<file path="src/rtl/eaw_pkg.sv">
package eaw_pkg;

  localparam int unsigned MODE_W = 4;

  localparam logic [MODE_W-1:0] MD_IMPL = 4'd0;
  localparam logic [MODE_W-1:0] MD_ACCU = 4'd1;
  localparam logic [MODE_W-1:0] MD_IMMD = 4'd2;
  localparam logic [MODE_W-1:0] MD_ZPG  = 4'd3;
  localparam logic [MODE_W-1:0] MD_ZPGX = 4'd4;
  localparam logic [MODE_W-1:0] MD_ZPGY = 4'd5;
  localparam logic [MODE_W-1:0] MD_ABSL = 4'd6;
  localparam logic [MODE_W-1:0] MD_ABSX = 4'd7;
  localparam logic [MODE_W-1:0] MD_ABSY = 4'd8;
  localparam logic [MODE_W-1:0] MD_RELB = 4'd9;
  localparam logic [MODE_W-1:0] MD_INDR = 4'd10;
  localparam logic [MODE_W-1:0] MD_IDXI = 4'd11;
  localparam logic [MODE_W-1:0] MD_INDY = 4'd12;

  typedef enum logic [1:0] {IX_NONE, IX_X, IX_Y} idx_e;

  typedef enum logic [3:0] {
    ST_IDLE, ST_F0, ST_F1, ST_C0, ST_C1, ST_P0, ST_P1, ST_P2,
    ST_DATA, ST_DW, ST_FIN, ST_ERR
  } st_e;

  typedef struct packed {
    logic       legal;
    logic [1:0] nbytes;
    logic       word;
    logic       zptr;
    logic       indr;
    logic       rel;
    logic       imm;
    idx_e       idx;
  } mode_info_t;

endpackage

</file>
<file path="src/rtl/eaw_mode_dec.sv">
module eaw_mode_dec
  import eaw_pkg::*;
(
  input  logic [MODE_W-1:0] mode,
  output mode_info_t        info
);

  always_comb begin
    info = '{legal: 1'b1, nbytes: 2'd0, word: 1'b0, zptr: 1'b0,
             indr: 1'b0, rel: 1'b0, imm: 1'b0, idx: IX_NONE};
    case (mode)
      MD_IMPL, MD_ACCU: info.nbytes = 2'd0;
      MD_IMMD: begin info.nbytes = 2'd1; info.imm = 1'b1; end
      MD_ZPG:  info.nbytes = 2'd1;
      MD_ZPGX: begin info.nbytes = 2'd1; info.idx = IX_X; end
      MD_ZPGY: begin info.nbytes = 2'd1; info.idx = IX_Y; end
      MD_ABSL: begin info.nbytes = 2'd2; info.word = 1'b1; end
      MD_ABSX: begin info.nbytes = 2'd2; info.word = 1'b1; info.idx = IX_X; end
      MD_ABSY: begin info.nbytes = 2'd2; info.word = 1'b1; info.idx = IX_Y; end
      MD_RELB: begin info.nbytes = 2'd1; info.rel = 1'b1; end
      MD_INDR: begin info.nbytes = 2'd2; info.word = 1'b1; info.indr = 1'b1; end
      MD_IDXI: begin info.nbytes = 2'd1; info.zptr = 1'b1; info.idx = IX_X; end
      MD_INDY: begin info.nbytes = 2'd1; info.zptr = 1'b1; info.idx = IX_Y; end
      default: info.legal = 1'b0;
    endcase
  end

endmodule

</file>
<file path="src/rtl/eaw_addr_unit.sv">
module eaw_addr_unit
  import eaw_pkg::*;
#(
  parameter int ADDR_W = 16,
  parameter int DATA_W = 8
) (
  input  logic [ADDR_W-1:0] pc_base,
  input  logic [DATA_W-1:0] lo,
  input  logic [DATA_W-1:0] hi,
  input  logic [DATA_W-1:0] xv,
  input  logic [DATA_W-1:0] yv,
  input  idx_e              idx,
  output logic [ADDR_W-1:0] zp_raw,
  output logic [ADDR_W-1:0] zp_sum,
  output logic [ADDR_W-1:0] word_raw,
  output logic [ADDR_W-1:0] word_sum,
  output logic [ADDR_W-1:0] rel_tgt
);

  localparam int PAGE_W = ADDR_W - DATA_W;

  logic [DATA_W-1:0] idx_val;
  logic [DATA_W-1:0] zp_low;

  always_comb begin
    case (idx)
      IX_X:    idx_val = xv;
      IX_Y:    idx_val = yv;
      default: idx_val = '0;
    endcase
  end

  // page-zero arithmetic wraps inside the low byte
  assign zp_low   = lo + idx_val;
  assign zp_raw   = {{PAGE_W{1'b0}}, lo};
  assign zp_sum   = {{PAGE_W{1'b0}}, zp_low};
  assign word_raw = {hi, lo};
  assign word_sum = word_raw + {{PAGE_W{1'b0}}, idx_val};
  assign rel_tgt  = pc_base + ADDR_W'(1) + {{PAGE_W{lo[DATA_W-1]}}, lo};

endmodule

</file>
<file path="src/rtl/eaddr_walker.sv">
module eaddr_walker
  import eaw_pkg::*;
#(
  parameter int ADDR_W = 16,
  parameter int DATA_W = 8
) (
  input  logic                clk,
  input  logic                rst_n,
  input  logic                start_i,
  input  logic [MODE_W-1:0]   mode_i,
  input  logic                raw_i,
  input  logic [ADDR_W-1:0]   pc_i,
  input  logic [DATA_W-1:0]   xr_i,
  input  logic [DATA_W-1:0]   yr_i,
  output logic                rd_en_o,
  output logic [ADDR_W-1:0]   rd_addr_o,
  input  logic [DATA_W-1:0]   rd_data_i,
  output logic                busy_o,
  output logic                done_o,
  output logic                err_o,
  output logic [ADDR_W-1:0]   ea_o,
  output logic [DATA_W-1:0]   operand_o,
  output logic [ADDR_W-1:0]   pc_next_o
);

  localparam int PAGE_W = ADDR_W - DATA_W;

  // reset: asynchronous assertion, synchronous release
  logic rst_meta_q, rst_sync_n;
  always_ff @(posedge clk or negedge rst_n) begin
    if (!rst_n) begin
      rst_meta_q <= 1'b0;
      rst_sync_n <= 1'b0;
    end else begin
      rst_meta_q <= 1'b1;
      rst_sync_n <= rst_meta_q;
    end
  end

  st_e               state_q, state_d;
  mode_info_t        info_q, info_d, dec_info;
  logic [MODE_W-1:0] mode_q, mode_d;
  logic              raw_q, raw_d;
  logic [ADDR_W-1:0] pcb_q, pcb_d;
  logic [DATA_W-1:0] x_q, x_d, y_q, y_d, b0_q, b0_d, opnd_q, opnd_d;
  logic [ADDR_W-1:0] ptr_q, ptr_d, ea_q, ea_d, pcn_q, pcn_d;
  logic [ADDR_W-1:0] ptr_next;
  logic [DATA_W-1:0] lo_sel;
  logic [ADDR_W-1:0] zp_raw, zp_sum, word_raw, word_sum, rel_tgt;
  logic              ready;

  eaw_mode_dec u_dec (
    .mode (mode_i),
    .info (dec_info)
  );

  assign lo_sel = (state_q == ST_C0) ? rd_data_i : b0_q;

  eaw_addr_unit #(.ADDR_W(ADDR_W), .DATA_W(DATA_W)) u_addr (
    .pc_base  (pcb_q),
    .lo       (lo_sel),
    .hi       (rd_data_i),
    .xv       (x_q),
    .yv       (y_q),
    .idx      (info_q.idx),
    .zp_raw   (zp_raw),
    .zp_sum   (zp_sum),
    .word_raw (word_raw),
    .word_sum (word_sum),
    .rel_tgt  (rel_tgt)
  );

  // second pointer byte: page-zero pointers wrap within page zero
  assign ptr_next = info_q.zptr
                  ? {ptr_q[ADDR_W-1:DATA_W], ptr_q[DATA_W-1:0] + DATA_W'(1)}
                  : ptr_q + ADDR_W'(1);

  assign ready = (state_q == ST_IDLE) || (state_q == ST_FIN) || (state_q == ST_ERR);

  always_comb begin
    state_d   = state_q;
    info_d    = info_q;
    mode_d    = mode_q;
    raw_d     = raw_q;
    pcb_d     = pcb_q;
    x_d       = x_q;
    y_d       = y_q;
    b0_d      = b0_q;
    ptr_d     = ptr_q;
    ea_d      = ea_q;
    opnd_d    = opnd_q;
    pcn_d     = pcn_q;
    rd_en_o   = 1'b0;
    rd_addr_o = '0;
    case (state_q)
      ST_IDLE, ST_FIN, ST_ERR: begin
        if (start_i) begin
          info_d = dec_info;
          mode_d = mode_i;
          raw_d  = raw_i;
          pcb_d  = pc_i;
          x_d    = xr_i;
          y_d    = yr_i;
          ea_d   = '0;
          opnd_d = '0;
          pcn_d  = pc_i + ADDR_W'(dec_info.nbytes);
          if (!dec_info.legal)           state_d = ST_ERR;
          else if (dec_info.nbytes == 0) state_d = ST_FIN;
          else                           state_d = ST_F0;
        end else begin
          state_d = ST_IDLE;
        end
      end
      ST_F0: begin
        rd_en_o   = 1'b1;
        rd_addr_o = pcb_q;
        state_d   = info_q.word ? ST_F1 : ST_C0;
      end
      ST_F1: begin
        rd_en_o   = 1'b1;
        rd_addr_o = pcb_q + ADDR_W'(1);
        b0_d      = rd_data_i;
        state_d   = ST_C1;
      end
      ST_C0: begin
        b0_d = rd_data_i;
        if (info_q.imm) begin
          ea_d    = pcb_q;
          opnd_d  = rd_data_i;
          state_d = ST_FIN;
        end else if (info_q.rel) begin
          ea_d    = rel_tgt;
          state_d = ST_FIN;
        end else if (info_q.zptr) begin
          if (raw_q) begin
            ea_d    = zp_raw;
            state_d = ST_FIN;
          end else begin
            ptr_d   = (info_q.idx == IX_X) ? zp_sum : zp_raw;
            state_d = ST_P0;
          end
        end else begin
          ea_d    = zp_sum;
          state_d = raw_q ? ST_FIN : ST_DATA;
        end
      end
      ST_C1: begin
        if (info_q.indr) begin
          if (raw_q) begin
            ea_d    = word_raw;
            state_d = ST_FIN;
          end else begin
            ptr_d   = word_raw;
            state_d = ST_P0;
          end
        end else begin
          ea_d    = word_sum;
          state_d = raw_q ? ST_FIN : ST_DATA;
        end
      end
      ST_P0: begin
        rd_en_o   = 1'b1;
        rd_addr_o = ptr_q;
        state_d   = ST_P1;
      end
      ST_P1: begin
        rd_en_o   = 1'b1;
        rd_addr_o = ptr_next;
        b0_d      = rd_data_i;
        state_d   = ST_P2;
      end
      ST_P2: begin
        ea_d    = (info_q.idx == IX_Y) ? word_sum : word_raw;
        state_d = ST_DATA;
      end
      ST_DATA: begin
        rd_en_o   = 1'b1;
        rd_addr_o = ea_q;
        state_d   = ST_DW;
      end
      ST_DW: begin
        opnd_d  = rd_data_i;
        state_d = ST_FIN;
      end
      default: state_d = ST_IDLE;
    endcase
  end

  always_ff @(posedge clk or negedge rst_sync_n) begin
    if (!rst_sync_n) begin
      state_q <= ST_IDLE;
      info_q  <= '0;
      mode_q  <= '0;
      raw_q   <= 1'b0;
      pcb_q   <= '0;
      x_q     <= '0;
      y_q     <= '0;
      b0_q    <= '0;
      ptr_q   <= '0;
      ea_q    <= '0;
      opnd_q  <= '0;
      pcn_q   <= '0;
    end else begin
      state_q <= state_d;
      info_q  <= info_d;
      mode_q  <= mode_d;
      raw_q   <= raw_d;
      pcb_q   <= pcb_d;
      x_q     <= x_d;
      y_q     <= y_d;
      b0_q    <= b0_d;
      ptr_q   <= ptr_d;
      ea_q    <= ea_d;
      opnd_q  <= opnd_d;
      pcn_q   <= pcn_d;
    end
  end

  assign busy_o    = !ready;
  assign done_o    = (state_q == ST_FIN);
  assign err_o     = (state_q == ST_ERR);
  assign ea_o      = ea_q;
  assign operand_o = opnd_q;
  assign pc_next_o = pcn_q;

  // no-operand modes report address zero and an unmoved PC
  a_r1_implied_zero: assert property (@(posedge clk) disable iff (!rst_sync_n)
    done_o && (mode_q == MD_IMPL || mode_q == MD_ACCU) |-> (ea_o == '0) && (pc_next_o == pcb_q));

  // next-instruction address steps by the operand length
  a_r4_pc_step: assert property (@(posedge clk) disable iff (!rst_sync_n)
    done_o |-> pc_next_o == pcb_q + ADDR_W'(info_q.nbytes));

  // page-zero modes stay in page zero
  a_r3_page_zero: assert property (@(posedge clk) disable iff (!rst_sync_n)
    done_o && (mode_q == MD_ZPG || mode_q == MD_ZPGX || mode_q == MD_ZPGY)
      |-> ea_o[ADDR_W-1:DATA_W] == {PAGE_W{1'b0}});

  // raw operand mode returns no data byte
  a_r9_raw_no_data: assert property (@(posedge clk) disable iff (!rst_sync_n)
    done_o && raw_q && !info_q.imm |-> operand_o == '0);

  // error only follows a request taken in a ready state, for an unknown code
  a_r10_err_source: assert property (@(posedge clk) disable iff (!rst_sync_n)
    err_o |-> !info_q.legal && $past(!busy_o) && !rd_en_o);

  // memory is only read while a request is in progress
  a_r11_read_busy: assert property (@(posedge clk) disable iff (!rst_sync_n)
    rd_en_o |-> busy_o);

endmodule

</file>
<file path="config.mk">
export PLATFORM = sky130hd
export DESIGN_NAME = eaddr_walker
export DESIGN_NICKNAME = d
export VERILOG_FILES = /design/src/rtl/eaw_pkg.sv /design/src/rtl/eaw_mode_dec.sv /design/src/rtl/eaw_addr_unit.sv /design/src/rtl/eaddr_walker.sv
export SDC_FILE = /design/constraint.sdc
export NUM_CORES = 1
export LEC_CHECK = 0
export ABC_AREA = 1
export BUFFER_PORTS_ARGS = -buffer_cell sky130_fd_sc_hd__buf_2
export CAP_MARGIN = 30
export CELL_PAD_IN_SITES_DETAIL_PLACEMENT = 1
export CELL_PAD_IN_SITES_GLOBAL_PLACEMENT = 1
export CORE_MARGIN = 3
export CORE_UTILIZATION = 39
export CTS_BUF_LIST = sky130_fd_sc_hd__clkbuf_8
export DETAILED_ROUTE_END_ITERATION = 10
export PLACE_DENSITY_LB_ADDON = 0.1
export SLEW_MARGIN = 25
export SYNTH_ARGS = -nofsm -noshare
export SYNTH_HDL_FRONTEND = slang
export SYNTH_SLANG_ARGS = --single-unit
</file>
<file path="constraint.sdc">
create_clock -name clk -period 3.55 [get_ports clk]
set_input_delay 1.065 -clock clk [delete_from_list [all_inputs] [get_ports clk]]
set_output_delay 1.065 -clock clk [all_outputs]
set_load 0.05 [all_outputs]
</file>
==> results.py, run 1 <==
metrics = {
    "sta": {
        "fin_skew_ns": 0.0177,
        "setup_violations": 3,
        "final-max-slew-violation-count": 0,
        "slew_headroom": 0.448,
        "fmax_mhz": 269,
        "hold_viol_final": 0,
        "finalCriticalPeriod_ns": 3.71,
        "grt_setup_unrepaired": "yes",
        "worst_pin_slew_ns": 0.828,
        "setup_slack_ns": -0.165,
        "fin_crit_sh": 1.05,
    },
    "finish": {
        "drive_gt1_frac": 0.230,
        "final_nets": 1476,
        "final_cell_mix": "nand2_1 (352), inv_1 (153), buf_4 (106)",
        "final_common_cell": "nand2_1",
        "seqCellArea_um2": 2760,
        "fillCellCount": 2717,
        "area_growth_pct": 23.6,
        "num_antenna_cells": 0,
        "multiInputGateArea_um2": 4910,
    },
    "cts": {
        "ctsHtreeMaxLevel": 3,
        "cts_buffers": 9,
        "cts.clk_slew.worst_paths_ns": 0.13,
        "root_buffer": "clkbuf_8",
        "cts.sinks": 110,
        "clockBufferDepth": 2,
        "clk_latency_ns": 0.41,
        "ctsHoldBuffers": 0,
        "cts_tree": "built",
    },
    "yosys": {
        "yosysSeqAreaShare": 0.333,
        "syn-num-nets": 1287,
        "syn_inst": 1213,
        "synth-main-ff-cell": "dfrtp_1",
        "postSynth.asyncResetShare": 1.00,
        "ys_warn_count": 0,
        "syn_avg_cell_area_um2": 6.81,
        "ys_types": 59,
        "netlist_area_um2": 8260,
        "ys_ff_latch": 110,
        "synth_edf_count": 0,
    },
    "global_route": {
        "gr-total-overflow": 0,
        "grt_antenna_before_repair": 1,
        "grt_max_degree": 109,
        "grt_pass1_vias": 9266,
        "grt_pass1_wl_um": 51600,
        "track_usage": 0.292,
    },
    "job": {
        "cap_violations": 0,
    },
    "route": {
        "final_antenna_net_count": 0,
        "drtIter0Drc": 627,
        "viasPerCell": 5.57,
        "drc": 0,
        "via_count": 9349,
        "wl_um": 33600,
        "wl_per_cell_um": 20.0,
        "first_pass_iters": 7,
    },
    "critical_path": {
        "end_kind": "output port",
        "timing.rr.end": "ea_o[15]",
        "r2r_start": "pcb_q[0]",
        "r2r_cells": 20,
        "worst-r2r-setup-slack_ns": 0.20,
        "cp-start-kind": "register",
        "critPathMaxFanout": 3,
        "arrival_ns": 2.65,
        "crit_required_ns": 2.48,
        "crit_type": "reg -> out",
    },
    "die": {
        "core_um2": 20500,
        "die_h_um": 152,
        "initial_utilization": 0.403,
        "ios": 108,
        "die_w_um": 152,
        "dieArea_um2": 23000,
        "row_count": 52,
    },
    "place": {
        "place_ws_ns": -0.392,
        "hpwl_um": 26400,
        "gp_congestion": 0.968,
        "port_buffers": 107,
    },
    "power": {
        "powerDensity_nw_per_um2": 1090,
        "vdd_ir_drop_max_uv": 504,
        "leakage_nw": 5.29,
        "total_power_mw": 11.1,
    },
    "worst_hold_path": {
        "hold_path.class": "reg -> async",
    },
    "run_status": {
        "status": "complete, but fails checks",
        "failed_checks": "setup timing",
    },
}
## area by class of cell
type                            count  area share
Inverter                          162      0.0603
Tap cell                          270      0.0331
Timing Repair Buffer              211       0.135
Clock inverter                      6     0.00662
Clock buffer                       10      0.0135
Multi-Input combinational cell    908       0.481
Sequential cell                   110       0.271
## metrics by stage
stage	hold slack [ns]	TNS (ns)	utilization	instances	area, µm²
6_report	0.373	-0.219	0.498	1677	10200
5_1_grt	0.383	-1.12	0.498	1677	10200
4_1_cts	0.380	-0.0572	0.487	1667	9970
3_5_place_dp	0.340	-0.841	0.470	1643	9640
3_3_place_gp	0.349	-0.402	0.470	1643	9640
2_1_floorplan	0.331	-0.800	-	1213	8260
## where the power goes
group | switching, mW | leakage, nW | total, mW | internal [mW]
combinational | 5.45 | 3.83 | 7.98 | 2.52
clock | 0.530 | 0.104 | 0.828 | 0.298
sequential | 0.524 | 1.35 | 2.31 | 1.79
## synthesized netlist by cell type (2+ instances only)
library cell	instances	area (µm²)
o21ai_2	5	43.8
nor4_1	9	56.3
or2_2	3	18.8
nand2_1	353	1330
o311ai_0	2	17.5
inv_1	157	589
buf_2	18	90.1
nor2_4	3	33.8
o2111ai_1	5	43.8
o21ai_0	72	360
and2_1	2	12.5
o21ai_1	10	50.1
o21a_1	2	15.0
a21boi_0	2	15.0
xor2_1	18	158
nand2_2	11	68.8
o211ai_1	18	135
nor2_2	9	56.3
a21oi_1	46	230
ha_1	25	313
o21bai_1	2	15.0
a22oi_1	16	120
inv_2	3	11.3
a31oi_1	4	25.0
nor3_1	16	80.1
nor2_1	96	360
nand2_4	7	78.8
a32oi_1	2	17.5
nand3b_1	4	30.0
nor3_2	2	20.0
o31ai_1	2	15.0
o22ai_1	17	106
a21o_1	2	15.0
o221ai_1	2	17.5
dfrtp_1	110	2750
a221oi_1	10	87.6
nand4_1	11	68.8
nand3_2	6	60.1
clkbuf_1	12	45.0
nand3_1	100	500
## registers in the layout, indices dropped and copies added, names as in the netlist
signal / cells
ea_o: 16
pc_next_o: 16
pcb_q: 16
ptr_q: 16
b0_q: 8
operand_o: 8
x_q: 8
y_q: 8
info_q: 7
state_q: 4
raw_q: 1
rst_meta_q: 1
rst_sync_n: 1
## per-layer routing
layer  track usage  vias to the layer above  wire length, µm
li1              -                     4382                -
met1         0.417                     4563            15000
met2         0.465                      337            15300
met3        0.0309                       65             2220
met4        0.0979                        2             1050
met5             0                        -               13
## critical path: stages, from the launching register on
cell and delay [ns]:
dfrtp_1 0.41, ha_2 0.22, nand2_4 0.06, nor3_4 0.18, nand2_1 0.09, nor2_2 0.16, nand3_2 0.14, nor2_4 0.15
inv_2 0.08, nor4_4 0.25, a21oi_1 0.11, o21ai_1 0.09, nand3_1 0.13, buf_6 0.18
## timing repair
action                                  in CTS  in global routing
setup buffers                                8                 10
resized for setup                           17                 49
endpoints found under the setup margin      10                 18
pin swaps                                    2                 19
cloned                                       0                  0
## how the worst max path moves through the flow
stage          startpoint       endpoint  slack, ns  cells after the start
5_1_grt          ptr_q[1]  rd_addr_o[14]      -0.36                     13
6_report         ptr_q[1]  rd_addr_o[14]      -0.16                     13
3_3_place_gp    mode_i[3]  pc_next_o[14]      -0.22                     20
2_1_floorplan  state_q[2]   rd_addr_o[5]      -0.40                      6
3_5_place_dp    mode_i[3]  pc_next_o[14]      -0.39                     20
4_1_cts          ptr_q[1]  rd_addr_o[14]      -0.06                     13
## cells by family (layout without fill, tap and decap cells)
family	count (synthesis)	count (layout)	synth area share
flops	110	110	0.333
compound gates	225	225	0.168
fa+ha+maj	26	26	0.0403
other cells	1	1	0.000454
buf+inv	195	389	0.0936
xor+xnor	19	19	0.0202
simple gates	637	637	0.344
No activity file was read; power rests on OpenSTA's default activity.
==> run 2, diff against run 1 <==
SKIP_LAST_GASP = 1   (was default)
==> run 2 against run 1 <==
Compared with the run above: the flow still finishes with violations (setup timing); critical path depth is the same; maximum frequency shrank 0.13%; via count shrank 0.28%; clock skew shrank 0.0026 ns; die area is the same; core utilization is essentially flat; highest routed layer unchanged.
==> results.py, run 2 (synthesized netlist as in run 1, its figures left out) <==
metrics = {
    "die": {
        "initial_utilization": 0.403,
        "dieArea_um2": 23000,
        "die_w_um": 152,
        "core_um2": 20500,
        "row_count": 52,
        "die_h_um": 152,
        "ios": 108,
    },
    "worst_hold_path": {
        "hold_path.class": "reg -> reg",
    },
    "power": {
        "powerDensity_nw_per_um2": 1090,
        "leakage_nw": 5.29,
        "total_power_mw": 11.1,
        "vdd_ir_drop_max_uv": 505,
    },
    "sta": {
        "finalCriticalPeriod_ns": 3.72,
        "fin_skew_ns": 0.0151,
        "grt_setup_unrepaired": "yes",
        "setup_violations": 3,
        "slew_headroom": 0.445,
        "final-max-slew-violation-count": 0,
        "tns_ns": -0.227,
        "hold_viol_final": 0,
        "setup_slack_ns": -0.169,
        "fmax_mhz": 269,
        "worst_pin_slew_ns": 0.833,
        "fin_crit_sh": 1.05,
    },
    "cts": {
        "cts_buffers": 9,
        "root_buffer": "clkbuf_8",
        "clockBufferDepth": 2,
        "clk_latency_ns": 0.41,
        "cts.clk_slew.worst_paths_ns": 0.12,
        "cts.sinks": 110,
        "ctsHtreeMaxLevel": 3,
        "cts_tree": "built",
    },
    "route": {
        "drc": 0,
        "wl_um": 33700,
        "via_count": 9323,
        "final_antenna_net_count": 0,
        "wl_per_cell_um": 20.1,
        "drtIter0Drc": 619,
        "viasPerCell": 5.56,
        "first_pass_iters": 5,
    },
    "finish": {
        "final_cell_mix": "nand2_1 (352), inv_1 (153), buf_4 (106)",
        "num_antenna_cells": 0,
        "post-route-util": 0.498,
        "final_common_cell": "nand2_1",
        "final_nets": 1476,
        "final_area_um2": 10200,
        "area_growth_pct": 23.6,
        "drive_gt1_frac": 0.230,
    },
    "critical_path": {
        "cp-start-kind": "register",
        "crit_type": "reg -> out",
        "end_kind": "output port",
        "crit_required_ns": 2.48,
        "critPathMaxFanout": 3,
        "arrival_ns": 2.65,
    },
    "place": {
        "hpwl_um": 26400,
        "dpl-instance-area_um2": 9640,
        "port_buffers": 107,
        "gp_congestion": 0.968,
    },
    "run_status": {
        "failed_checks": "setup timing",
        "status": "complete, but fails checks",
    },
    "global_route": {
        "use_met2": 0.465,
        "grt_use_met1": 0.417,
        "grt_pass1_vias": 9266,
        "grt_antenna_before_repair": 1,
        "grt.busiest_layer": "met2",
        "gr-total-overflow": 0,
        "grt_max_degree": 109,
        "grt_pass1_wl_um": 51600,
        "track_usage": 0.292,
        "use_met3": 0.0309,
    },
    "job": {
        "cap_violations": 0,
    },
}
-- run 2: cell counts in the layout (fill, tap and decap cells not counted) --
No cell type changed its count.
-- run 2: power breakdown --
group          internal, mW  switching [mW]  total, mW
clock network         0.298           0.526      0.824
registers              1.79           0.529       2.32
logic                  2.52            5.45       7.97
-- run 2: routing by layer --
metal  share of wire  vias up
met5         0.00039        -
met4           0.032        2
met3           0.059       67
met2            0.45      314
met1            0.45     4561
li1                -     4379
-- run 2: metrics by stage --
step	cells	setup WS (ns)	hold WS, ns
final	1677	-0.169	0.377
after global routing	1677	-0.358	0.383
after CTS	1667	-0.0572	0.380
after detailed placement	1643	-0.392	0.340
after global placement	1643	-0.223	0.349
after floorplan	1213	-0.400	0.331
-- run 2: timing repair --
action,4_1_cts,5_1_grt
gates resized for setup,17,48
endpoints found under the setup margin,10,18
buffers inserted,8,10
hold endpoints to repair,0,0
hold buffers,0,0
pin swaps,2,19
-- run 2: critical path: stages, from the launching register on --
cell and delay (ns):
dfrtp_1 0.41, ha_2 0.22, nand2_4 0.06, nor3_4 0.18
nand2_1 0.09, nor2_2 0.16, nand3_2 0.14, nor2_4 0.15
inv_2 0.08, nor4_4 0.24, a21oi_1 0.11, o21ai_1 0.10
nand3_1 0.13, buf_6 0.18
-- run 2: worst paths after layout --
path | start | endpoint | slack [ns] | cells after the start
min in group asynchronous | rst_sync_n | pc_next_o[12] | 0.39 | 1
hold / removal | rst_meta_q | rst_sync_n | 0.38 | 0
setup reg to reg | pcb_q[0] | ea_o[15] | 0.17 | 20
setup / recovery | ptr_q[1] | rd_addr_o[14] | -0.17 | 13
hold reg to reg | rst_meta_q | rst_sync_n | 0.38 | 0
max in group asynchronous | rst_sync_n | ptr_q[2] | 2.61 | 1
-- run 2: layout make-up --
type                    count  area (µm²)
well taps                 270         338
repair buffers            211        1380
multi-input cells         908        4910
clock inverters             6        67.6
clock buffers              10         138
fillers                  2718       10300
flip-flops and latches    110        2760
inverters                 162         616
==> run 3, diff against run 2 <==
SYNTH_HIERARCHICAL = 1   (was default)
==> run 3 against run 2 <==
Compared with the run above: the run now ends clean; sequential share of layout area down 1.7 points; synthesized cell count up 31%; count of clock-buffer cells in the layout down 1; combinational power down 1%; power up 1.6%; die area up 17%; setup slack better by 0.32 ns; final cell count up 20%; clock skew up 0.0096 ns; hold slack worse by 0.015 ns; sequential cell count unchanged; global-route usage down 1.2 points.
==> results.py, run 3 <==
metrics = {
    "sta": {
        "hold_viol_final": 0,
        "finalCriticalPeriod_ns": 3.40,
        "fin_skew_ns": 0.0247,
        "setup_violations": 0,
        "slew_headroom": 0.474,
        "fin_crit_sh": 0.958,
        "worst_pin_slew_ns": 0.788,
        "final-max-slew-violation-count": 0,
        "grt_setup_unrepaired": "yes",
        "fmax_mhz": 294,
    },
    "global_route": {
        "grt_pass1_vias": 10635,
        "track_usage": 0.281,
        "grt_max_degree": 64,
        "gr-total-overflow": 0,
        "grt_pass1_wl_um": 58400,
        "grt_antenna_before_repair": 0,
    },
    "finish": {
        "area_growth_pct": 11.6,
        "fillCellCount": 3405,
        "final_common_cell": "nand2_1",
        "drive_gt1_frac": 0.134,
        "final_nets": 1766,
        "num_antenna_cells": 0,
        "final_cell_mix": "nand2_1 (574), inv_1 (209), nand3_1 (142)",
        "post-route-util": 0.445,
    },
    "die": {
        "die_w_um": 164,
        "row_count": 57,
        "ios": 108,
        "dieArea_um2": 26900,
        "initial_utilization": 0.399,
        "core_um2": 24500,
        "die_h_um": 164,
    },
    "route": {
        "via_count": 10693,
        "final_antenna_net_count": 0,
        "viasPerCell": 5.31,
        "wl_per_cell_um": 18.5,
        "first_pass_iters": 7,
        "drc": 0,
        "drtIter0Drc": 621,
        "wl_um": 37400,
    },
    "critical_path": {
        "cp-start-kind": "register",
        "arrival_ns": 2.34,
        "critPathMaxFanout": 11,
        "path_cells": "inv_1 > nand2_1 > inv_1 > nand2_1 > inv_1 > a21oi_1 > nand3_1 > buf_2",
        "crit_top_cell": "inv_1",
        "slowest_delay_ns": 0.42,
        "crit_required_ns": 2.48,
        "crit_type": "reg -> out",
        "end_kind": "output port",
        "slowest_stage": "dfrtp_1",
    },
    "place": {
        "port_buffers": 107,
        "hpwl_um": 30000,
        "gp_congestion": 0.948,
    },
    "cts": {
        "root_buffer": "clkbuf_8",
        "cts.sinks": 110,
        "ctsHoldBuffers": 0,
        "cts_buffers": 9,
        "cts_tree": "built",
        "cts.clk_slew.worst_paths_ns": 0.11,
        "clk_latency_ns": 0.41,
        "clockBufferDepth": 2,
        "ctsHtreeMaxLevel": 3,
    },
    "yosys": {
        "ys_warn_count": 6,
        "synth_most_common_cell": "nand2_1",
        "ys_ff_latch": 110,
        "yosysSeqAreaShare": 0.282,
        "synth_edf_count": 0,
        "ys_types": 45,
        "syn_inst": 1591,
        "postSynth.asyncResetShare": 1.00,
        "netlist_area_um2": 9750,
        "synth.area.top_cells": "dfrtp_1 (28%), nand2_1 (22%), inv_1 (8.0%)",
        "synth-main-ff-cell": "dfrtp_1",
        "synth_top_area_share": 0.282,
        "synth_top_cell_by_area": "dfrtp_1",
        "syn_avg_cell_area_um2": 6.13,
        "synth_common_cells": "nand2_1 (578), inv_1 (208), nand3_1 (142)",
    },
    "power": {
        "vdd_ir_drop_max_uv": 496,
        "powerDensity_nw_per_um2": 1040,
        "leakage_nw": 5.91,
        "total_power_mw": 11.3,
    },
    "worst_hold_path": {
        "hold_path.class": "reg -> reg",
    },
    "job": {
        "cap_violations": 0,
    },
    "run_status": {
        "status": "finished, final reports clean",
    },
}
[run 3: critical path, delay by kind of cell (launching register included)]
family                 cells  cell delay [ns]
AND/OR/NAND/NOR            3             0.47
buffers and inverters      4             0.87
AO/OA/AOI/OAI              1             0.17
flip-flops                 1             0.42
[run 3: logic make-up (layout without fill, tap and decap cells)]
logic type / count (synthesis) / after routing / synth area share
AOI/OAI and AO/OA: 228 / 228 / 0.135
adders and majority gates: 32 / 32 / 0.0434
DFF: 110 / 110 / 0.282
buffers and inverters: 315 / 400 / 0.146
and+or+nand+nor: 887 / 887 / 0.377
xor gates and xnor gates: 17 / 17 / 0.0153
other: 2 / 17 / 0.000770
[run 3: final timing paths]
kind / start / end / slack [ns] / depth (start not counted)
setup / recovery: state_q[0] / rd_addr_o[1] / 0.15 / 8
hold / removal: rst_meta_q / rst_sync_n / 0.36 / 0
setup reg to reg: state_q[3] / ea_o[15] / 0.34 / 20
hold reg to reg: rst_meta_q / rst_sync_n / 0.36 / 0
max in group asynchronous: rst_sync_n / pcb_q[5] / 2.38 / 1
min in group asynchronous: rst_sync_n / operand_o[3] / 0.37 / 0
[run 3: area by class of cell]
type | instances | area, µm² | area share
multi-input combinational | 1181 | 5660 | 0.520
sequential | 110 | 2760 | 0.253
timing repair buffer | 168 | 1010 | 0.0924
inverter | 215 | 811 | 0.0745
tap | 324 | 405 | 0.0372
clock buffer | 9 | 124 | 0.0114
clock inverter | 7 | 114 | 0.0105
timing repair inverter | 1 | 5.00 | 0.000460
[run 3: power breakdown]
group          internal, mW  switching, mW
clock network         0.467          0.473
registers              1.79          0.683
logic                  2.37           5.50
[run 3: metrics by stage]
step                cells  setup TNS [ns]  hold WS, ns  cell area [µm²]  worst slack, ns
floorplan            1606               0        0.331             9810            0.160
global placement     1996               0        0.336            10600            0.117
detailed placement   1996        -0.00970        0.340            10600         -0.00970
CTS                  2013               0        0.366            10800           0.0278
global route         2015          -0.149        0.370            10900          -0.0403
finish               2015               0        0.361            10900            0.149
[run 3: per-layer routing]
layer,global-route usage,up-vias,wire (µm)
li1,-,5186,-
met2,0.463,291,17400
met5,0,-,0
met3,0.0285,65,1730
met1,0.380,5151,17000
met4,0.106,0,1310
[run 3: timing repair]
action | 4_1_cts | 5_1_grt
gates cloned | 1 | 0
pin swaps | 0 | 1
resized for setup | 3 | 9
buffers inserted | 0 | 2
endpoints found under the setup margin | 5 | 32
